**config.mk**
```make
export PLATFORM = sky130hd
export DESIGN_NAME = ldd_hazard_interlock
export DESIGN_NICKNAME = d
export VERILOG_FILES = /design/src/rtl/ldd_pkg.sv /design/src/rtl/ldd_decode.sv /design/src/rtl/ldd_scoreboard.sv /design/src/rtl/ldd_issue_ctrl.sv /design/src/rtl/ldd_hazard_interlock.sv
export SDC_FILE = /design/constraint.sdc
export NUM_CORES = 1
export LEC_CHECK = 0
export ABC_AREA = 1
export BUFFER_PORTS_ARGS = -buffer_cell sky130_fd_sc_hd__buf_2
export CELL_PAD_IN_SITES_DETAIL_PLACEMENT = 1
export CELL_PAD_IN_SITES_GLOBAL_PLACEMENT = 1
export CORE_MARGIN = 3
export CORE_UTILIZATION = 44
export DETAILED_ROUTE_END_ITERATION = 16
export GPL_TIMING_DRIVEN = 0
export HOLD_SLACK_MARGIN = 0.05
export PLACE_DENSITY = 0.83
export RECOVER_POWER = 25
export SLEW_MARGIN = 20
export SYNTH_ARGS = -nofsm -noshare
export SYNTH_HDL_FRONTEND = slang
export SYNTH_SLANG_ARGS = --single-unit
```
**constraint.sdc**
```tcl
create_clock -name clk -period 2.6 [get_ports clk]
set_input_delay 0.13 -clock clk [delete_from_list [all_inputs] [get_ports clk]]
set_output_delay 0.13 -clock clk [all_outputs]
set_load 0.005 [all_outputs]
```
**src/rtl/ldd_pkg.sv**
```systemverilog
`timescale 1ns/1ps
package ldd_pkg;
  typedef enum logic [2:0] {
    OP_ALU  = 3'd0,
    OP_LDR  = 3'd1,
    OP_STR  = 3'd2,
    OP_LDRD = 3'd3,
    OP_STRD = 3'd4,
    OP_LDM  = 3'd5,
    OP_STM  = 3'd6,
    OP_NOP  = 3'd7
  } op_e;
endpackage

```
**src/rtl/ldd_decode.sv**
```systemverilog
`timescale 1ns/1ps
module ldd_decode #(
  parameter int NREG       = 16,
  parameter int CNT_W      = 3,
  parameter int LAT_EVEN   = 3,
  parameter int LAT_ODD    = 4,
  parameter int LAT_SINGLE = 3,
  parameter int WIDE_REG   = 12,
  parameter int MULTI_CYC  = 4,
  parameter int REG_W      = 4,
  parameter int ALIGN_W    = 3,
  parameter int IC_W       = 3
) (
  input  logic [2:0]         op_raw,
  input  logic [REG_W-1:0]   rd,
  input  logic [REG_W-1:0]   src_a,
  input  logic               src_a_en,
  input  logic [REG_W-1:0]   src_b,
  input  logic               src_b_en,
  input  logic [ALIGN_W-1:0] ea_low,
  output logic [NREG-1:0]    rd_mask,
  output logic               wr_lo_en,
  output logic [REG_W-1:0]   wr_lo_idx,
  output logic [CNT_W-1:0]   wr_lo_val,
  output logic               wr_hi_en,
  output logic [REG_W-1:0]   wr_hi_idx,
  output logic [CNT_W-1:0]   wr_hi_val,
  output logic               is_mem,
  output logic               is_dbl_ld,
  output logic [IC_W-1:0]    iss_cyc,
  output logic               enc_fault
);
  import ldd_pkg::*;

  op_e op;
  logic pair_op;
  logic misalign;
  logic odd_reg;
  logic [REG_W-1:0] pair_hi;

  assign op       = op_e'(op_raw);
  assign pair_op  = (op == OP_LDRD) || (op == OP_STRD);
  assign misalign = (ea_low != '0);
  assign odd_reg  = rd[0];
  assign pair_hi  = {rd[REG_W-1:1], 1'b1};
  assign enc_fault = pair_op && (misalign || odd_reg);

  always_comb begin
    rd_mask   = '0;
    wr_lo_en  = 1'b0;
    wr_lo_idx = rd;
    wr_lo_val = '0;
    wr_hi_en  = 1'b0;
    wr_hi_idx = pair_hi;
    wr_hi_val = '0;
    is_mem    = 1'b0;
    is_dbl_ld = 1'b0;
    iss_cyc   = IC_W'(1);
    if (op != OP_NOP) begin
      if (src_a_en) rd_mask[src_a] = 1'b1;
      if (src_b_en) rd_mask[src_b] = 1'b1;
    end
    unique case (op)
      OP_LDR: begin
        is_mem    = 1'b1;
        wr_lo_en  = 1'b1;
        wr_lo_val = CNT_W'(LAT_SINGLE - 1);
      end
      OP_STR: begin
        is_mem      = 1'b1;
        rd_mask[rd] = 1'b1;
      end
      OP_LDRD: begin
        is_mem    = 1'b1;
        is_dbl_ld = 1'b1;
        wr_lo_en  = 1'b1;
        wr_lo_val = CNT_W'(LAT_EVEN - 1);
        wr_hi_en  = 1'b1;
        wr_hi_val = CNT_W'(LAT_ODD - 1);
        if (rd == REG_W'(WIDE_REG)) iss_cyc = IC_W'(2);
      end
      OP_STRD: begin
        is_mem           = 1'b1;
        rd_mask[rd]      = 1'b1;
        rd_mask[pair_hi] = 1'b1;
        iss_cyc          = IC_W'(2);
      end
      OP_LDM, OP_STM: begin
        is_mem  = 1'b1;
        iss_cyc = IC_W'(MULTI_CYC);
      end
      default: begin
        iss_cyc = IC_W'(1);
      end
    endcase
  end
endmodule

```
**src/rtl/ldd_scoreboard.sv**
```systemverilog
`timescale 1ns/1ps
module ldd_scoreboard #(
  parameter int NREG  = 16,
  parameter int CNT_W = 3,
  parameter int REG_W = 4
) (
  input  logic             clk,
  input  logic             rst_n,
  input  logic             wr_lo_en,
  input  logic [REG_W-1:0] wr_lo_idx,
  input  logic [CNT_W-1:0] wr_lo_val,
  input  logic             wr_hi_en,
  input  logic [REG_W-1:0] wr_hi_idx,
  input  logic [CNT_W-1:0] wr_hi_val,
  input  logic             miss,
  input  logic             ld_done,
  output logic [NREG-1:0]  ready
);
  localparam logic [CNT_W-1:0] PEND = {CNT_W{1'b1}};

  for (genvar r = 0; r < NREG; r++) begin : g_reg
    logic [CNT_W-1:0] cnt_q;
    logic [CNT_W-1:0] cnt_d;
    logic             hit_lo;
    logic             hit_hi;
    logic             cnt_en;

    assign hit_lo = wr_lo_en && (wr_lo_idx == REG_W'(r));
    assign hit_hi = wr_hi_en && (wr_hi_idx == REG_W'(r));
    assign cnt_en = hit_lo || hit_hi || (cnt_q != '0);

    always_comb begin
      cnt_d = cnt_q;
      if (cnt_q == PEND) begin
        if (ld_done) cnt_d = '0;
      end else if (cnt_q != '0) begin
        cnt_d = cnt_q - CNT_W'(1);
      end
      if (hit_lo) cnt_d = miss ? PEND : wr_lo_val;
      if (hit_hi) cnt_d = miss ? PEND : wr_hi_val;
    end

    always_ff @(posedge clk or negedge rst_n) begin
      if (!rst_n) begin
        cnt_q <= '0;
      end else if (cnt_en) begin
        cnt_q <= cnt_d;
      end
    end

    assign ready[r] = (cnt_q == '0);
  end
endmodule

```
**src/rtl/ldd_issue_ctrl.sv**
```systemverilog
`timescale 1ns/1ps
module ldd_issue_ctrl #(
  parameter int IC_W = 3
) (
  input  logic            clk,
  input  logic            rst_n,
  input  logic            in_valid,
  input  logic            dep,
  input  logic            is_mem,
  input  logic            is_dbl_ld,
  input  logic            fault,
  input  logic [IC_W-1:0] iss_cyc,
  output logic            stall,
  output logic            accept
);
  logic [IC_W-1:0] busy_q;
  logic [IC_W-1:0] busy_d;
  logic            bubble_q;
  logic            bubble_d;
  logic            busy;
  logic            busy_en;

  assign busy   = (busy_q != '0);
  assign stall  = busy || (in_valid && (dep || (bubble_q && is_mem)));
  assign accept = in_valid && !stall && !fault;

  always_comb begin
    busy_d = busy_q;
    if (accept) begin
      busy_d = iss_cyc - IC_W'(1);
    end else if (busy) begin
      busy_d = busy_q - IC_W'(1);
    end
    bubble_d = accept && is_dbl_ld;
  end

  assign busy_en = accept || busy;

  always_ff @(posedge clk or negedge rst_n) begin
    if (!rst_n) begin
      busy_q   <= '0;
      bubble_q <= 1'b0;
    end else begin
      if (busy_en) busy_q <= busy_d;
      bubble_q <= bubble_d;
    end
  end
endmodule

```
**src/rtl/ldd_hazard_interlock.sv**
```systemverilog
`timescale 1ns/1ps
module ldd_hazard_interlock #(
  parameter int NREG        = 16,
  parameter int CNT_W       = 3,
  parameter int LAT_EVEN    = 3,
  parameter int LAT_ODD     = 4,
  parameter int LAT_SINGLE  = 3,
  parameter int WIDE_REG    = 12,
  parameter int MULTI_CYC   = 4,
  parameter int DWORD_BYTES = 8,
  localparam int REG_W      = $clog2(NREG),
  localparam int ALIGN_W    = $clog2(DWORD_BYTES),
  localparam int IC_W       = $clog2(MULTI_CYC + 1)
) (
  input  logic               clk,
  input  logic               rst_n,
  input  logic               in_valid,
  input  logic [2:0]         in_op,
  input  logic [REG_W-1:0]   in_rd,
  input  logic [REG_W-1:0]   in_src_a,
  input  logic               in_src_a_en,
  input  logic [REG_W-1:0]   in_src_b,
  input  logic               in_src_b_en,
  input  logic [ALIGN_W-1:0] in_ea_low,
  input  logic               in_dhit,
  input  logic               ld_done,
  output logic               stall,
  output logic [IC_W-1:0]    issue_cycles,
  output logic               fault
);
  logic [NREG-1:0]  rd_mask;
  logic [NREG-1:0]  ready;
  logic             wr_lo_en, wr_hi_en;
  logic [REG_W-1:0] wr_lo_idx, wr_hi_idx;
  logic [CNT_W-1:0] wr_lo_val, wr_hi_val;
  logic             is_mem, is_dbl_ld, enc_fault;
  logic [IC_W-1:0]  iss_cyc;
  logic             dep, accept;

  ldd_decode #(
    .NREG(NREG), .CNT_W(CNT_W), .LAT_EVEN(LAT_EVEN), .LAT_ODD(LAT_ODD),
    .LAT_SINGLE(LAT_SINGLE), .WIDE_REG(WIDE_REG), .MULTI_CYC(MULTI_CYC),
    .REG_W(REG_W), .ALIGN_W(ALIGN_W), .IC_W(IC_W)
  ) u_dec (
    .op_raw(in_op), .rd(in_rd), .src_a(in_src_a), .src_a_en(in_src_a_en),
    .src_b(in_src_b), .src_b_en(in_src_b_en), .ea_low(in_ea_low),
    .rd_mask(rd_mask), .wr_lo_en(wr_lo_en), .wr_lo_idx(wr_lo_idx),
    .wr_lo_val(wr_lo_val), .wr_hi_en(wr_hi_en), .wr_hi_idx(wr_hi_idx),
    .wr_hi_val(wr_hi_val), .is_mem(is_mem), .is_dbl_ld(is_dbl_ld),
    .iss_cyc(iss_cyc), .enc_fault(enc_fault)
  );

  assign fault        = in_valid && enc_fault;
  assign issue_cycles = in_valid ? iss_cyc : '0;
  assign dep          = |(rd_mask & ~ready);

  ldd_issue_ctrl #(.IC_W(IC_W)) u_ctl (
    .clk(clk), .rst_n(rst_n), .in_valid(in_valid), .dep(dep),
    .is_mem(is_mem), .is_dbl_ld(is_dbl_ld), .fault(fault),
    .iss_cyc(iss_cyc), .stall(stall), .accept(accept)
  );

  ldd_scoreboard #(.NREG(NREG), .CNT_W(CNT_W), .REG_W(REG_W)) u_sb (
    .clk(clk), .rst_n(rst_n),
    .wr_lo_en(accept && wr_lo_en), .wr_lo_idx(wr_lo_idx), .wr_lo_val(wr_lo_val),
    .wr_hi_en(accept && wr_hi_en), .wr_hi_idx(wr_hi_idx), .wr_hi_val(wr_hi_val),
    .miss(!in_dhit), .ld_done(ld_done), .ready(ready)
  );
endmodule

```
== Yosys cells after proc, flatten, opt, wreduce, memory -nomap -nowiden ==
Index checks and enable logic that the tools add are counted.

* ROM bits: 0
* Bits in latches: 0
* Bits of input ports: 25
* RAM bits: 0
* Output and inout bits: 5
* Memories kept: 0
* Flip-flop bits (word level): 52

* Muxes and demuxes: 83
* Divide/modulo/power cells: 0
* $add $sub $neg: 18
* $mul: 0
* Bitwise logic cells: 5
* Equal/unequal tests: 61
* Magnitude comparators: 8
* Shift operators: 0
* Reductions and logical operators: 144

{| class="wikitable"
|+ Operators by type and width
! kind !! count
|-
| $mux 3 || 63
|-
| $reduce_bool 3->1 || 25
|-
| $eq 3x3->1 const B || 23
|-
| $mux 16 || 4
|-
| $sub 3x1->3 const B || 18
|-
| $logic_not 3->1 || 17
|-
| $or 16x16->16 || 3
|-
| $reduce_and 3->1 || 16
|-
| $logic_and 1x1->1 || 37
|-
| $ne 4x2->1 const B || 9
|-
| $reduce_bool 4->1 || 9
|-
| $eq 4x4->1 const B || 8
|-
| $pmux 16 s2 || 1
|-
| $logic_or 1x1->1 || 30
|-
| $ne 3x2->1 const B || 7
|-
| $lt 4x5->1 const B || 4
|-
| $and 16x16->16 || 1
|-
| $eq 4x3->1 const B || 4
|-
| $ge 4x1->1 const B || 4
|-
| $not 16->16 || 1
|-
| $reduce_or 16->1 || 1
|-
| $demux 1 s4 || 3
|-
| $eq 3x2->1 const B || 4
|-
| $pmux 3 s3 || 1
|-
| other kinds (13) || 26
|}

== Depth between registers and ports, before layout ==
Gate-level depths: netlist of run 1.

* Depth after elaboration: 25
* Gate-level depth with buffers: 20

== Hierarchy ==
Synthesis of run 1 repeated with hierarchy kept, for this count alone.

* Cell total of the unflattened synthesis: 1,011
* Area, all modules: 5,380.2 um^2

{| class="wikitable"
|+ Modules (own cells, without submodules)
! module !! times used !! cells each !! area each (um^2) !! seq. area each (um^2)
|-
| ldd_scoreboard || 1 || 723 || 4,032.6 || 1,201.2
|-
| ldd_decode || 1 || 189 || 824.5 || 0.0
|-
| ldd_issue_ctrl || 1 || 35 || 280.3 || 100.1
|-
| ldd_hazard_interlock || 1 || 64 || 242.7 || 0.0
|}

== Worst setup path after synthesis of run 1 ==
No wires, ideal clock.

* Path kind: input-to-reg
* Start point: input port in_op[1]
* End point: register u_ctl.busy_q[2]
* Library setup time: 136 ps
* Buffers on the path: 1
* Arrival time: 2,024 ps
* Required time: 2,464 ps
* Path slack: 440 ps
* Stages: 15
* Cells stage by stage: buf_4 -> nor2_2 -> nand2_2 -> inv_1 -> nor2_1 -> nor3_1 -> inv_1 -> nand4_4 -> nor2_1 -> or2_2 -> inv_1 -> ha_1 -> inv_1 -> nand2_1 -> a21oi_1

* Elaborated cells on any way between the ends: 33
* Classes of those cells: add/sub: 1; eq/ne: 7; mux: 5; bitwise: 3; reduce/logical: 17

{| class="wikitable"
|+ RTL lines
! item !! line !! RTL
|-
| start, declared || ldd_hazard_interlock.sv:18 || <nowiki>input logic [2:0] in_op,</nowiki>
|-
| $eq 3x2->1 or $eq 3x3->1 (tied branches) || ldd_decode.sv:42 || <nowiki>assign pair_op = (op == OP_LDRD) || (op == OP_STRD);</nowiki>
|-
| $logic_or 1x1->1 (*) || ldd_decode.sv:42 ||
|-
| $logic_and 1x1->1 (*) || ldd_decode.sv:46 || <nowiki>assign enc_fault = pair_op && (misalign || odd_reg);</nowiki>
|-
| $logic_and 1x1->1 (*) || ldd_hazard_interlock.sv:53 || <nowiki>assign fault = in_valid && enc_fault;</nowiki>
|-
| named net fault || ldd_hazard_interlock.sv:29 || <nowiki>output logic fault</nowiki>
|-
| $logic_not 1->1 (*) || ldd_issue_ctrl.sv:25 || <nowiki>assign accept = in_valid && !stall && !fault;</nowiki>
|-
| $logic_and 1x1->1 (*) || ldd_issue_ctrl.sv:25 ||
|-
| $reduce_bool 2->1 (no source line) or $logic_or 1x1->1 (tied branches) || -- ||
|-
| $reduce_and 2->1 (no source line) || -- ||
|-
| end signal, assigned || ldd_issue_ctrl.sv:44 || <nowiki>if (busy_en) busy_q <= busy_d;</nowiki>
|-
| end, declared || ldd_issue_ctrl.sv:16 || <nowiki>logic [IC_W-1:0] busy_q;</nowiki>
|}

The timed path passes the listed nets; every way through them passes the cells marked *.
A chain may end at the register's enable or synchronous reset.

== Worst setup path after layout of run 1 ==
* Start point: register u_sb.g_reg[0].cnt_q[0]
* End point: register u_sb.g_reg[3].cnt_q[2]

* Longest elaborated chain between the ends: 15
* Elaborated cells on any way between the ends: 21
* Classes of those cells: eq/ne: 1; mux: 2; bitwise: 2; reduce/logical: 16

{| class="wikitable"
|+ Ends and longest elaborated chain
! item !! line !! RTL
|-
| start, declared || ldd_scoreboard.sv:22 || <nowiki>logic [CNT_W-1:0] cnt_q;</nowiki>
|-
| start signal, assigned || ldd_scoreboard.sv:47 || <nowiki>cnt_q <= cnt_d;</nowiki>
|-
| $logic_not 3->1 (*) || ldd_scoreboard.sv:51 || <nowiki>assign ready[r] = (cnt_q == '0);</nowiki>
|-
| $not 16->16 (*) || ldd_hazard_interlock.sv:55 || <nowiki>assign dep = |(rd_mask & ~ready);</nowiki>
|-
| $and 16x16->16 (*) || ldd_hazard_interlock.sv:55 ||
|-
| $reduce_or 16->1 (*) || ldd_hazard_interlock.sv:55 ||
|-
| $logic_or 1x1->1 (*) || ldd_issue_ctrl.sv:24 || <nowiki>assign stall = busy || (in_valid && (dep || (bubble_q && is_mem)));</nowiki>
|-
| $logic_and 1x1->1 (*) || ldd_issue_ctrl.sv:24 ||
|-
| $logic_or 1x1->1 (*) || ldd_issue_ctrl.sv:24 ||
|-
| $logic_not 1->1 (*) || ldd_issue_ctrl.sv:25 ||
|-
| $logic_and 1x1->1 (*) (2 in a row) || ldd_issue_ctrl.sv:25 ||
|-
| parallel branches: the longest is 5 deep, another holds $ne 4x2->1 || -- ||
|-
| end signal, assigned || ldd_scoreboard.sv:47 ||
|-
| end, declared || ldd_scoreboard.sv:22 ||
|}

Every way passes the cells marked *.

==> out/summary.json, run 1 <==
{
  "status": "completed",
  "cts_max_level": 2,
  "power_leakage_nw": 2.802,
  "placeable_core_area_mm2": 0.01042,
  "nNetsFinal": 840,
  "drt-wirelength-per-cell_um": 16.54,
  "post_route_cells_drive_above_1_share_pct": 11.75,
  "detail_route.first_pass.iterations": 4,
  "timing.slew.headroom_pct": 4.560,
  "post_synthesis_mean_instance_area_um2": 6.424,
  "antenna_violations_before_repair": 0,
  "sequential_fraction_of_the_synthesis_area_pct": 27.26,
  "rows": 37,
  "die_x_um": 110.2,
  "insertion_delay_ps": 320,
  "design.portCount": 30,
  "gr-total-overflow": 0,
  "io_buffer_count": 25,
  "switchingPower_mw": 2.829,
  "reg2reg_slack_ps": 130,
  "hpwl_reported_at_the_end_of_detailed_placement_mm": 11.52,
  "vias": 5128,
  "die_h_um": 110.2,
  "end_kind": "flip-flop",
  "grt_max_degree": 53,
  "final-max-slew-violation-count": 0,
  "setup_ws_ps": 134.9,
  "internal_power_mw": 2.883,
  "swShare_pct": 49.52,
  "fin_crit_sh_pct": 94.81,
  "power.density_mw_per_mm2": 1065,
  "synth.distinct_cells": 35,
  "max_cap_violations": 0,
  "netlist_top_cells_count": "192 x sky130_fd_sc_hd__nand2_1, 109 x sky130_fd_sc_hd__inv_1, 95 x sky130_fd_sc_hd__nand3_1, 86 x sky130_fd_sc_hd__nor2_1, 52 x sky130_fd_sc_hd__dfrtp_1",
  "comb_power_share_pct": 61.1,
  "setup_violations": 0,
  "peakVddDrop_v": 0.0005002,
  "detail-route-antenna-nets": 0,
  "floorplan.initialDensity_pct": 45.83,
  "worst-slew-pin-transition_ps": 1432,
  "synthFlopType": "sky130_fd_sc_hd__dfrtp_1",
  "avgViaCountPerCell": 5.580,
  "finClkSkew_ps": 6.425,
  "grt_first_pass_wirelength_mm": 24.85,
  "p_clk_share_pct": 10.5,
  "top_cells_by_area_synth": "sky130_fd_sc_hd__dfrtp_1 27%, sky130_fd_sc_hd__nand2_1 15%, sky130_fd_sc_hd__nand3_1 10%",
  "post-route-drc-count": 0,
  "asyncSetResetFlopFracSynth_pct": 100.0,
  "worst_setup_hold_path_clk_slew_ps": 100,
  "synth-seq-cells": 52,
  "worst-endpoint-arrival_ps": 2690,
  "cp.required_ps": 2820,
  "critical_path.startpoint_type": "flip-flop",
  "yosysWarnings": 0,
  "cts_made_buffers": 5,
  "via_count_of_the_first_global_routing_pass": 5230,
  "synth.cell_area_mm2": 0.004773,
  "final-hold-violation-count": 0,
  "setup_tns_ps": 0,
  "syn-num-nets": 801,
  "cts-root-to-sink-buffers": 2,
  "cts_tree": "done",
  "p_seq_share_pct": 28.4,
  "post-synth-top-count-cell": "sky130_fd_sc_hd__nand2_1",
  "gp_congestion": 0.8704,
  "synthCells": 743,
  "drtIter0Drc": 309,
  "cts.sinks": 52,
  "antenna-diode-count": 0,
  "top_fanout_value_on_the_critical_path": 10,
  "synth-edff-count": 0,
  "path_class": "reg -> reg",
  "syn2layout_area_growth_pct": 12.32,
  "drt_wl_total_mm": 15.20,
  "synth_largest_area_cell": "sky130_fd_sc_hd__dfrtp_1",
  "design.die.area_mm2": 0.01213,
  "clk_root_buffer_cell": "sky130_fd_sc_hd__clkbuf_8",
  "synthDominantCellAreaShare_pct": 27.26,
  "fmax_mhz": 405.7,
  "minimum_setup_slack_after_placement_ps": -52.90,
  "gr-usage-all-layers_pct": 25.94,
  "hold_class": "in -> reg",
  "timing.final.crit_period_ps": 2465
}
## power by group through the flow
stage               Combinational (mW)  Sequential [mW]  Clock, mW
finish                            3.49             1.62      0.598
global route                      4.06             1.68      0.649
CTS                               3.39             1.56      0.618
detailed placement                3.36             1.57          0
global placement                  3.10             1.55          0
floorplan                         2.59             1.49          0
## layout make-up
class                   instances  area (um2)
fillers                      1408        5055
well taps                     136       170.2
plain buffers                  17       113.9
clock inverters                 2       38.79
flip-flops and latches         52        1303
multi-input cells             564        3062
clock buffers                   6       72.57
repair buffers                 31       185.2
inverters                     111       416.7
## cells by family (layout without fill, tap and decap cells)
logic type      count (synthesis)  in the layout  share of synthesized area (%)
simple gates                  459            460                          43.33
buf+inv                       128            167                          11.04
flops                          52             52                          27.26
fa+ha+maj                      33             33                          8.650
compound gates                 66             66                          8.807
xor+xnor                        5              5                         0.9174
## critical path, stage by stage, from the launching register on
cell	delay, ps
sky130_fd_sc_hd__dfrtp_1	430
sky130_fd_sc_hd__nor2_2	150
sky130_fd_sc_hd__ha_2	220
sky130_fd_sc_hd__inv_1	50
sky130_fd_sc_hd__nand2_1	70
sky130_fd_sc_hd__nand3_1	70
sky130_fd_sc_hd__nor2_1	100
sky130_fd_sc_hd__nand2_1	90
sky130_fd_sc_hd__nor2_4	220
sky130_fd_sc_hd__nand4_4	140
sky130_fd_sc_hd__nor2_4	190
sky130_fd_sc_hd__buf_12	130
sky130_fd_sc_hd__buf_4	190
sky130_fd_sc_hd__o2111ai_1	150
sky130_fd_sc_hd__nand2_1	110
sky130_fd_sc_hd__nand2_1	50
## per-layer routing
metal	vias to the layer above	wire, um	global-route usage (%)
met3	23	503	2.621
met5	-	0	0
met1	2493	6682	32.45
met2	91	7672	46.84
met4	0	339	8.004
li1	2521	-	-
## repair_timing
| action | 4_1_cts | 5_1_grt |
|---|---|---|
| resized for setup | 0 | 32 |
| endpoints found under the hold margin | 52 | 0 |
| hold buffers | 1 | 0 |
| buffers inserted | 0 | 5 |
| setup endpoints to repair | 0 | 47 |
## cell usage in the layout, fill, tap and decap left out, drive strengths merged
| cell | count |
|---|---|
| bufinv | 1 |
| o211ai | 13 |
| a311oi | 3 |
| inv | 112 |
| nor2 | 93 |
| ha | 33 |
| or2 | 1 |
| buf | 40 |
| or3 | 4 |
| o2111ai | 6 |
| nand4 | 11 |
| nand3b | 3 |
| a211oi | 6 |
| nor4 | 12 |
| dfrtp | 52 |
| a21oi | 7 |
| nor3 | 40 |
| xor2 | 5 |
| a211o | 1 |
| clkbuf | 13 |
| o21ai | 30 |
| nand2 | 198 |
| nand3 | 98 |
| dlygate4sd3 | 1 |
## sequential cells by signal, summed over array words and instances (netlist names)
register / cells
u_sb.g.cnt_q: 48
u_ctl.busy_q: 3
u_ctl.bubble_q: 1
## final timing paths
path | depth (start not counted) | end | startpoint
hold reg to reg | 2 | u_sb.g_reg[15].cnt_q[2] | u_sb.g_reg[15].cnt_q[2]
setup / recovery | 15 | u_sb.g_reg[3].cnt_q[2] | u_sb.g_reg[0].cnt_q[0]
max in group asynchronous | 2 | u_sb.g_reg[2].cnt_q[0] | rst_n
setup reg to reg | 15 | u_sb.g_reg[3].cnt_q[2] | u_sb.g_reg[0].cnt_q[0]
hold / removal | 4 | u_sb.g_reg[15].cnt_q[2] | in_dhit
min in group asynchronous | 2 | u_sb.g_reg[2].cnt_q[1] | rst_n
## stage by stage
| step | std cells | power (mW) | utilization [%] | area, um2 | hold WS, ps |
|---|---|---|---|---|---|
| 2_1_floorplan | 743 | 4.084 | - | 4773 | -165.6 |
| 3_3_place_gp | 904 | 4.646 | 48.66 | 5069 | 468.2 |
| 3_5_place_dp | 904 | 4.934 | 48.68 | 5071 | 240.4 |
| 4_1_cts | 913 | 5.570 | 49.85 | 5192 | 190.8 |
| 5_1_grt | 919 | 6.385 | 51.47 | 5361 | 228.8 |
| 6_report | 919 | 5.712 | 51.47 | 5361 | 196.7 |
(Power assumes the default switching activity.)
==> run 2, diff against run 1 <==
--- a/config.mk
+++ b/config.mk
@@ -6,12 +6,12 @@
 export NUM_CORES = 1
 export LEC_CHECK = 0
 export ABC_AREA = 1
-export BUFFER_PORTS_ARGS = -buffer_cell sky130_fd_sc_hd__buf_2
 export CELL_PAD_IN_SITES_DETAIL_PLACEMENT = 1
 export CELL_PAD_IN_SITES_GLOBAL_PLACEMENT = 1
 export CORE_MARGIN = 3
-export CORE_UTILIZATION = 44
+export CORE_UTILIZATION = 46
 export DETAILED_ROUTE_END_ITERATION = 16
+export DONT_BUFFER_PORTS = 1
 export GPL_TIMING_DRIVEN = 0
 export HOLD_SLACK_MARGIN = 0.05
 export PLACE_DENSITY = 0.83
==> out/summary.json, run 2 (synthesized netlist as in run 1, its figures left out) <==
{
  "setup_violations": {"value": 0, "change": "unchanged"},
  "post-route-cell-area": {"value": 0.005338, "unit": "mm2", "change": "was 0.005361 mm2"},
  "post_route_cells_drive_above_1_share": {"value": 9.766, "unit": "%", "change": "was 11.75%"},
  "via_count_of_the_first_global_routing_pass": {"value": 5242, "change": "was 5230"},
  "io_buffer_count": {"value": 0, "change": "was 25"},
  "cp.required": {"value": 2880, "unit": "ps", "change": "was 2820 ps"},
  "nNetsFinal": {"value": 825, "change": "was 840"},
  "timing.slew.headroom": {"value": 6.074, "unit": "%", "change": "was 4.560%"},
  "largest_register_ffs": {"value": 48, "change": "unchanged"},
  "cts_tree": {"value": "done", "change": "unchanged"},
  "min_delay_worst_endpoint": {"value": "u_sb.g_reg[5].cnt_q[1]", "change": "was u_sb.g_reg[15].cnt_q[2]"},
  "final-hold-violation-count": {"value": 0, "change": "unchanged"},
  "drt-wirelength-per-cell": {"value": 17.20, "unit": "um", "change": "was 16.54 um"},
  "cts.sinks": {"value": 52, "change": "unchanged"},
  "rows": {"value": 36, "change": "was 37"},
  "max_cap_violations": {"value": 0, "change": "unchanged"},
  "timing.final.crit_period": {"value": 2491, "unit": "ps", "change": "was 2465 ps"},
  "syn2layout_area_growth": {"value": 11.82, "unit": "%", "change": "was 12.32%"},
  "cts_made_buffers": {"value": 5, "change": "unchanged"},
  "internal_power": {"value": 2.835, "unit": "mW", "change": "was 2.883 mW"},
  "top_fanout_value_on_the_critical_path": {"value": 7, "change": "was 10"},
  "drt_wl_total": {"value": 15.50, "unit": "mm", "change": "was 15.20 mm"},
  "cpMostUsedCell": {"value": "sky130_fd_sc_hd__nand2_1", "change": "unchanged"},
  "grt_first_pass_wirelength": {"value": 24.90, "unit": "mm", "change": "was 24.85 mm"},
  "switchingPower": {"value": 2.894, "unit": "mW", "change": "was 2.829 mW"},
  "die_h": {"value": 107.9, "unit": "um", "change": "was 110.2 um"},
  "p_clk_share": {"value": 9.0, "unit": "%", "change": "was 10.5%"},
  "num-fill-cells": {"value": 1364, "change": "was 1408"},
  "critical-path-top-delay-family": {"value": "simple AND/OR/NAND/NOR gates", "change": "unchanged"},
  "worst_case_hold_slack": {"value": 167.3, "unit": "ps", "change": "was 196.7 ps"},
  "worst_setup_hold_path_clk_slew": {"value": 120, "unit": "ps", "change": "was 100 ps"},
  "worst_hold_startpoint": {"value": "ld_done", "change": "was in_dhit"},
  "setup_tns": {"value": 0, "unit": "ps", "change": "unchanged"},
  "clk_root_buffer_cell": {"value": "sky130_fd_sc_hd__clkbuf_8", "change": "unchanged"},
  "hold_class": {"value": "in -> reg", "change": "unchanged"},
  "design.portCount": {"value": 30, "change": "unchanged"},
  "setup_ws": {"value": 109.3, "unit": "ps", "change": "was 134.9 ps"},
  "fmax": {"value": 401.5, "unit": "MHz", "change": "was 405.7 MHz"},
  "minimum_setup_slack_after_placement": {"value": 4.160, "unit": "ps", "change": "was -52.90 ps"},
  "grt_max_degree": {"value": 53, "change": "unchanged"},
  "crit_path_top_delay_cell": {"value": "sky130_fd_sc_hd__dfrtp_1", "change": "unchanged"},
  "antenna-diode-count": {"value": 0, "change": "unchanged"},
  "cts-root-to-sink-buffers": {"value": 2, "change": "unchanged"},
  "r2r-end": {"value": "u_sb.g_reg[3].cnt_q[2]", "change": "unchanged"},
  "antenna_violations_before_repair": {"value": 0, "change": "unchanged"},
  "placed_cell_area": {"value": 0.004940, "unit": "mm2", "change": "was 0.005071 mm2"},
  "most-common-layout-cells": {"value": "191 x sky130_fd_sc_hd__nand2_1, 109 x sky130_fd_sc_hd__inv_1, 91 x sky130_fd_sc_hd__nand3_1, 75 x sky130_fd_sc_hd__nor2_1, 52 x sky130_fd_sc_hd__dfrtp_1", "change": "was 191 x sky130_fd_sc_hd__nand2_1, 108 x sky130_fd_sc_hd__inv_1, 89 x sky130_fd_sc_hd__nand3_1, 74 x sky130_fd_sc_hd__nor2_1, 51 x sky130_fd_sc_hd__dfrtp_1"},
  "cts_max_level": {"value": 2, "change": "unchanged"},
  "final_common_cell": {"value": "sky130_fd_sc_hd__nand2_1", "change": "unchanged"},
  "power.density": {"value": 1073, "unit": "mW/mm2", "change": "was 1065 mW/mm2"},
  "path_class": {"value": "reg -> reg", "change": "unchanged"},
  "fin_crit_sh": {"value": 95.80, "unit": "%", "change": "was 94.81%"},
  "reg2reg_slack": {"value": 110, "unit": "ps", "change": "was 130 ps"},
  "critical_path.max_stage_delay": {"value": 430, "unit": "ps", "change": "about the same"},
  "critical_path.startpoint_type": {"value": "flip-flop", "change": "unchanged"},
  "hpwl_reported_at_the_end_of_detailed_placement": {"value": 11.36, "unit": "mm", "change": "was 11.52 mm"},
  "drtIter0Drc": {"value": 278, "change": "was 309"},
  "vias": {"value": 5065, "change": "was 5128"},
  "rsz_0062_raised_after_global_routing": "yes",
  "die_x": {"value": 107.9, "unit": "um", "change": "was 110.2 um"},
  "gr-total-overflow": {"value": 0, "change": "unchanged"},
  "finClkSkew": {"value": 19.00, "unit": "ps", "change": "was 6.425 ps"},
  "seq_area": {"value": 0.001301, "unit": "mm2", "change": "was 0.001303 mm2"},
  "detail-route-antenna-nets": {"value": 0, "change": "unchanged"},
  "power_leakage": {"value": 2.755, "unit": "nW", "change": "was 2.802 nW"},
  "comb_power_share": {"value": 62.4, "unit": "%", "change": "was 61.1%"},
  "cp.buffers_inverters": {"value": 2, "change": "was 3"},
  "design.die.area": {"value": 0.01163, "unit": "mm2", "change": "was 0.01213 mm2"},
  "top_regs": {"value": "u_sb.g.cnt_q (48), u_ctl.busy_q (3), u_ctl.bubble_q (1)", "change": "unchanged"},
  "status": {"value": "completed", "change": "unchanged"},
  "timing.critical_path.cells": {"value": "nor2_2, ha_1, inv_1, nand2_1, nand2_1, nor2_1, nand2_1, nor2_4, nand4_4, nor2_4, buf_4, nand3_1, nand3_1, nand2_1, nand2_1", "change": "was nor2_2, ha_2, inv_1, nand2_1, nand3_1, nor2_1, nand2_1, nor2_4, nand4_4, nor2_4, buf_12, buf_4, o2111ai_1, nand2_1, nand2_1"},
  "worstReg2RegStart": {"value": "u_sb.g_reg[10].cnt_q[0]", "change": "was u_sb.g_reg[0].cnt_q[0]"},
  "final-max-slew-violation-count": {"value": 0, "change": "unchanged"},
  "insertion_delay": {"value": 340, "unit": "ps", "change": "was 320 ps"},
  "placeable_core_area": {"value": 0.009910, "unit": "mm2", "change": "was 0.01042 mm2"},
  "detail_route.first_pass.iterations": {"value": 5, "change": "was 4"},
  "gp_congestion": {"value": 0.8767, "change": "was 0.8704"},
  "avgViaCountPerCell": {"value": 5.622, "change": "was 5.580"},
  "worst-endpoint-arrival": {"value": 2770, "unit": "ps", "change": "was 2690 ps"},
  "post-route-drc-count": {"value": 0, "change": "unchanged"},
  "area_of_the_multi_input_gates": {"value": 0.003087, "unit": "mm2", "change": "was 0.003062 mm2"},
  "end_kind": {"value": "flip-flop", "change": "unchanged"},
  "peakVddDrop": {"value": 0.0005446, "unit": "V", "change": "was 0.0005002 V"},
  "floorplan.initialDensity": {"value": 48.17, "unit": "%", "change": "was 45.83%"},
  "reg2reg_depth": {"value": 15, "change": "unchanged"},
  "p_seq_share": {"value": 28.6, "unit": "%", "change": "was 28.4%"},
  "hold_path_depth": {"value": 3, "change": "was 4"},
  "worst-slew-pin-transition": {"value": 1409, "unit": "ps", "change": "was 1432 ps"},
  "registers.top_by_ff_count": {"value": "u_sb.g.cnt_q", "change": "unchanged"},
  "gr-usage-all-layers": {"value": 26.73, "unit": "%", "change": "was 25.94%"},
  "swShare": {"value": 50.51, "unit": "%", "change": "was 49.52%"}
}
==> run 2: changes by cell type in the layout (fill, tap and decap cells not counted), moves of 2 or more <==
| cell | change |
|---|---|
| sky130_fd_sc_hd__nor2_2 | -2 |
| sky130_fd_sc_hd__ha_1 | -3 |
| sky130_fd_sc_hd__buf_4 | +8 |
| sky130_fd_sc_hd__o21ai_0 | -2 |
| sky130_fd_sc_hd__o21ai_1 | +2 |
| sky130_fd_sc_hd__nand3_1 | +2 |
| sky130_fd_sc_hd__buf_2 | -24 |
| sky130_fd_sc_hd__ha_4 | +4 |
==> run 2: worst max-delay path by stage <==
stage,startpoint,end,cells past startpoint
after floorplan,in_op[1],u_ctl.busy_q[2],15
after global placement,in_op[1],u_ctl.busy_q[2],14
after detailed placement,u_sb.g_reg[15].cnt_q[1],u_sb.g_reg[8].cnt_q[0],14
after CTS,u_sb.g_reg[15].cnt_q[1],u_sb.g_reg[8].cnt_q[0],14
after global routing,u_sb.g_reg[15].cnt_q[0],u_sb.g_reg[1].cnt_q[1],15
final,u_sb.g_reg[10].cnt_q[0],u_sb.g_reg[3].cnt_q[2],15
==> run 2: repair_timing <==
item	4_1_cts	5_1_grt
pin swaps	1	11
hold buffers	2	0
setup buffers	3	11
gates resized for setup	0	37
endpoints found under the setup margin	2	48
gates cloned	0	1
endpoints found under the hold margin	52	0
==> run 2: per-stage QoR <==
stage / utilization [%] / power (mW) / std cells
2_1_floorplan: - / 4.084 / 743
3_3_place_gp: 49.85 / 4.568 / 876
3_5_place_dp: 49.85 / 4.864 / 876
4_1_cts: 51.38 / 5.429 / 889
5_1_grt: 53.86 / 6.396 / 901
6_report: 53.86 / 5.729 / 901
==> run 2: power by group through the flow <==
stage | sequential [mW] | combinational, mW | clock (mW)
finish | 1.64 | 3.57 | 0.515
global route | 1.69 | 4.16 | 0.545
CTS | 1.56 | 3.34 | 0.529
detailed placement | 1.58 | 3.28 | 0
global placement | 1.55 | 3.02 | 0
floorplan | 1.49 | 2.59 | 0
==> run 2: area by class of cell <==
cell class / instances / area share, %
Buffer: 17 / 2.203
Clock buffer: 5 / 1.289
Clock inverter: 3 / 0.4219
Inverter: 111 / 7.806
Multi-Input combinational cell: 563 / 57.83
Sequential cell: 52 / 24.38
Tap cell: 133 / 3.118
Timing Repair Buffer: 17 / 2.954
==> run 2: worst reg2reg max path, delay by kind of cell (launching register included) <==
family                     cells  cell delay [ps]
and+or+nand+nor               12             1510
DFF                            1              430
buffers and inverters          2              250
adders and majority gates      1              220
==> run 2: layer usage <==
| metal | GRT usage [%] | part of all wire, % | vias to the layer above |
|---|---|---|---|
| met5 | 0 | 0 | - |
| met4 | 7.033 | 1.7 | 0 |
| met3 | 4.019 | 4.2 | 23 |
| met2 | 49.11 | 51 | 110 |
| met1 | 32.32 | 43 | 2448 |
| li1 | - | - | 2484 |
==> run 3, diff against run 2 <==
--- a/config.mk
+++ b/config.mk
@@ -6,10 +6,8 @@
 export NUM_CORES = 1
 export LEC_CHECK = 0
 export ABC_AREA = 1
-export CELL_PAD_IN_SITES_DETAIL_PLACEMENT = 1
-export CELL_PAD_IN_SITES_GLOBAL_PLACEMENT = 1
 export CORE_MARGIN = 3
-export CORE_UTILIZATION = 46
+export CORE_UTILIZATION = 65
 export DETAILED_ROUTE_END_ITERATION = 16
 export DONT_BUFFER_PORTS = 1
 export GPL_TIMING_DRIVEN = 0
==> out/summary.json, run 3 (synthesized netlist as in run 1, its figures left out) <==
{
  "detail_route.first_pass.iterations": {"value": 6, "change": "was 5"},
  "placeable_core_area": {"value": 0.006944, "unit": "mm2", "change": "was 0.009910 mm2"},
  "largest_register_ffs": {"value": 48, "change": "unchanged"},
  "cts_made_buffers": {"value": 5, "change": "unchanged"},
  "finClkSkew": {"value": 10.20, "unit": "ps", "change": "was 19.00 ps"},
  "p_seq_share": {"value": 28.8, "unit": "%", "change": "was 28.6%"},
  "setup_ws": {"value": 161.2, "unit": "ps", "change": "was 109.3 ps"},
  "avgViaCountPerCell": {"value": 5.835, "change": "was 5.622"},
  "worst-slew-pin-transition": {"value": 1358, "unit": "ps", "change": "was 1409 ps"},
  "hold_path_depth": {"value": 3, "change": "unchanged"},
  "final_common_cell": {"value": "sky130_fd_sc_hd__nand2_1", "change": "unchanged"},
  "cts_max_level": {"value": 2, "change": "unchanged"},
  "vias": {"value": 4989, "change": "was 5065"},
  "via_count_of_the_first_global_routing_pass": {"value": 4730, "change": "was 5242"},
  "fmax": {"value": 410.0, "unit": "MHz", "change": "was 401.5 MHz"},
  "floorplan.initialDensity": {"value": 68.74, "unit": "%", "change": "was 48.17%"},
  "stdcell_count": {"value": 855, "change": "was 901"},
  "rows": {"value": 30, "change": "was 36"},
  "worst_case_hold_slack": {"value": 177.8, "unit": "ps", "change": "was 167.3 ps"},
  "worst_setup_hold_path_clk_slew": {"value": 100, "unit": "ps", "change": "was 120 ps"},
  "syn2layout_area_growth": {"value": 7.995, "unit": "%", "change": "was 11.82%"},
  "setup_violations": {"value": 0, "change": "unchanged"},
  "drt-wirelength-per-cell": {"value": 14.78, "unit": "um", "change": "was 17.20 um"},
  "most-common-layout-cells": {"value": "192 x sky130_fd_sc_hd__nand2_1, 109 x sky130_fd_sc_hd__inv_1, 93 x sky130_fd_sc_hd__nand3_1, 73 x sky130_fd_sc_hd__nor2_1, 52 x sky130_fd_sc_hd__dfrtp_1", "change": "was 191 x sky130_fd_sc_hd__nand2_1, 109 x sky130_fd_sc_hd__inv_1, 91 x sky130_fd_sc_hd__nand3_1, 75 x sky130_fd_sc_hd__nor2_1, 52 x sky130_fd_sc_hd__dfrtp_1"},
  "grt_first_pass_wirelength": {"value": 21.25, "unit": "mm", "change": "was 24.90 mm"},
  "finish.utilization": {"value": 74.23, "unit": "%", "change": "was 53.86%"},
  "p_clk_share": {"value": 11.1, "unit": "%", "change": "was 9.0%"},
  "top_regs": {"value": "u_sb.g.cnt_q (48), u_ctl.busy_q (3), u_ctl.bubble_q (1)", "change": "unchanged"},
  "max_cap_violations": {"value": 0, "change": "unchanged"},
  "design.portCount": {"value": 30, "change": "unchanged"},
  "drtIter0Drc": {"value": 372, "change": "was 278"},
  "reg2reg_depth": {"value": 14, "change": "was 15"},
  "gp_congestion": {"value": 1.058, "change": "was 0.8767"},
  "insertion_delay": {"value": 310, "unit": "ps", "change": "was 340 ps"},
  "power_leakage": {"value": 2.707, "unit": "nW", "change": "was 2.755 nW"},
  "switchingPower": {"value": 2.686, "unit": "mW", "change": "was 2.894 mW"},
  "cpMostUsedCell": {"value": "sky130_fd_sc_hd__nand2_1", "change": "unchanged"},
  "worst_hold_startpoint": {"value": "ld_done", "change": "unchanged"},
  "final-max-slew-violation-count": {"value": 0, "change": "unchanged"},
  "critical_path.startpoint_type": {"value": "flip-flop", "change": "unchanged"},
  "fin_crit_sh": {"value": 93.80, "unit": "%", "change": "was 95.80%"},
  "die_x": {"value": 91.70, "unit": "um", "change": "was 107.9 um"},
  "die_h": {"value": 91.70, "unit": "um", "change": "was 107.9 um"},
  "nNetsFinal": {"value": 816, "change": "was 825"},
  "antenna-diode-count": {"value": 0, "change": "unchanged"},
  "cts-root-to-sink-buffers": {"value": 2, "change": "unchanged"},
  "internal_power": {"value": 2.922, "unit": "mW", "change": "was 2.835 mW"},
  "post-route-drc-count": {"value": 0, "change": "unchanged"},
  "critical_path.max_stage_delay": {"value": 420, "unit": "ps", "change": "was 430 ps"},
  "worstReg2RegStart": {"value": "u_sb.g_reg[14].cnt_q[1]", "change": "was u_sb.g_reg[10].cnt_q[0]"},
  "top_fanout_value_on_the_critical_path": {"value": 10, "change": "was 7"},
  "minimum_setup_slack_after_placement": {"value": 96.04, "unit": "ps", "change": "was 4.160 ps"},
  "final-hold-violation-count": {"value": 0, "change": "unchanged"},
  "registers.top_by_ff_count": {"value": "u_sb.g.cnt_q", "change": "unchanged"},
  "hpwl_reported_at_the_end_of_detailed_placement": {"value": 9.377, "unit": "mm", "change": "was 11.36 mm"},
  "detail-route-antenna-nets": {"value": 0, "change": "unchanged"},
  "path_class": {"value": "reg -> reg", "change": "unchanged"},
  "place.detailed.instances": {"value": 839, "change": "was 876"},
  "worst-endpoint-arrival": {"value": 2650, "unit": "ps", "change": "was 2770 ps"},
  "drt_wl_total": {"value": 12.64, "unit": "mm", "change": "was 15.50 mm"},
  "r2r-end": {"value": "u_sb.g_reg[9].cnt_q[2]", "change": "was u_sb.g_reg[3].cnt_q[2]"},
  "gr-usage-all-layers": {"value": 30.66, "unit": "%", "change": "was 26.73%"},
  "comb_power_share": {"value": 60.2, "unit": "%", "change": "was 62.4%"},
  "swShare": {"value": 47.89, "unit": "%", "change": "was 50.51%"},
  "hold_class": {"value": "in -> reg", "change": "unchanged"},
  "crit_path_top_delay_cell": {"value": "sky130_fd_sc_hd__dfrtp_1", "change": "unchanged"},
  "min_delay_worst_endpoint": {"value": "u_sb.g_reg[5].cnt_q[1]", "change": "unchanged"},
  "peakVddDrop": {"value": 0.0006808, "unit": "V", "change": "was 0.0005446 V"},
  "reg2reg_slack": {"value": 160, "unit": "ps", "change": "was 110 ps"},
  "antenna_violations_before_repair": {"value": 0, "change": "unchanged"},
  "status": {"value": "completed", "change": "unchanged"},
  "post_route_cells_drive_above_1_share": {"value": 8.564, "unit": "%", "change": "was 9.766%"},
  "io_buffer_count": {"value": 0, "change": "unchanged"},
  "clk_root_buffer_cell": {"value": "sky130_fd_sc_hd__clkbuf_8", "change": "unchanged"},
  "gr-total-overflow": {"value": 0, "change": "unchanged"},
  "power.density": {"value": 1088, "unit": "mW/mm2", "change": "was 1073 mW/mm2"},
  "grt_max_degree": {"value": 53, "change": "unchanged"},
  "cts_tree": {"value": "done", "change": "unchanged"},
  "end_kind": {"value": "flip-flop", "change": "unchanged"},
  "timing.critical_path.cells": {"value": "nor2_2, ha_2, inv_1, nand2_1, nand2_1, nor2_1, nand2_1, nor2_4, nand4_4, nor2_4, buf_4, o2111ai_1, nand2_1, nand2_1", "change": "was nor2_2, ha_1, inv_1, nand2_1, nand2_1, nor2_1, nand2_1, nor2_4, nand4_4, nor2_4, buf_4, nand3_1, nand3_1, nand2_1, nand2_1"},
  "timing.final.crit_period": {"value": 2439, "unit": "ps", "change": "was 2491 ps"},
  "totalPowerFinal": {"value": 5.609, "unit": "mW", "change": "was 5.729 mW"},
  "cts.sinks": {"value": 52, "change": "unchanged"},
  "design.die.area": {"value": 0.008408, "unit": "mm2", "change": "was 0.01163 mm2"},
  "cp.required": {"value": 2810, "unit": "ps", "change": "was 2880 ps"},
  "timing.slew.headroom": {"value": 9.485, "unit": "%", "change": "was 6.074%"}
}
==> run 3: layout make-up <==
| class | count | area [um2] |
|---|---|---|
| inverter | 111 | 416.7 |
| buffer | 17 | 110.1 |
| timing repair buffer | 8 | 60.06 |
| multi-input combinational | 563 | 3020 |
| clock inverter | 1 | 30.03 |
| sequential | 52 | 1301 |
| tap | 96 | 120.1 |
| fill | 572 | 1789 |
| clock buffer | 7 | 96.34 |
==> run 3: worst max path at each step <==
| stage | slack (ps) | cells past startpoint | start | to |
|---|---|---|---|---|
| detailed placement | 100 | 13 | in_op[1] | u_ctl.busy_q[2] |
| global route | -30 | 15 | u_sb.g_reg[14].cnt_q[1] | u_sb.g_reg[15].cnt_q[2] |
| CTS | 110 | 14 | u_sb.g_reg[10].cnt_q[0] | u_sb.g_reg[9].cnt_q[2] |
| floorplan | 440 | 15 | in_op[1] | u_ctl.busy_q[2] |
| finish | 160 | 14 | u_sb.g_reg[14].cnt_q[1] | u_sb.g_reg[9].cnt_q[2] |
| global placement | 130 | 14 | in_op[1] | u_ctl.busy_q[2] |
==> run 3: routing by layer <==
metal  vias to the layer above  global-route usage, %  share of wire (%)
li1                       2472                      -                  -
met1                      2281                  39.49                 42
met2                       202                  52.04                 48
met3                        34                  6.399                7.9
met4                         0                  8.787                2.2
met5                         -                      0                  0
==> run 3: repair_timing <==
| action | CTS | global route |
|---|---|---|
| setup buffers | 0 | 6 |
| hold buffers | 2 | 0 |
| gates resized for setup | 0 | 24 |
| setup endpoints to repair | 0 | 34 |
| endpoints found under the hold margin | 52 | 0 |
==> run 3: power by group through the flow <==
stage | clock network, mW | registers [mW] | logic [mW]
3_5_place_dp | 0 | 1.56 | 3.19
4_1_cts | 0.630 | 1.54 | 3.24
5_1_grt | 0.666 | 1.67 | 3.92
3_3_place_gp | 0 | 1.54 | 2.99
2_1_floorplan | 0 | 1.49 | 2.59
6_report | 0.621 | 1.61 | 3.38
==> run 3: stage by stage <==
step	setup TNS (ps)	instance area, um2
5_1_grt	-115.8	5155
4_1_cts	0	5057
3_3_place_gp	0	4893
3_5_place_dp	0	4893
6_report	0	5155
2_1_floorplan	0	4773
==> run 3: worst max-delay path, delay by kind of cell, from the launching register on <==
family	cells	cell delay (ps)
DFF	1	420
and+or+nand+nor	10	1220
adders and majority gates	1	220
buffers and inverters	2	310
AOI/OAI and AO/OA	1	160
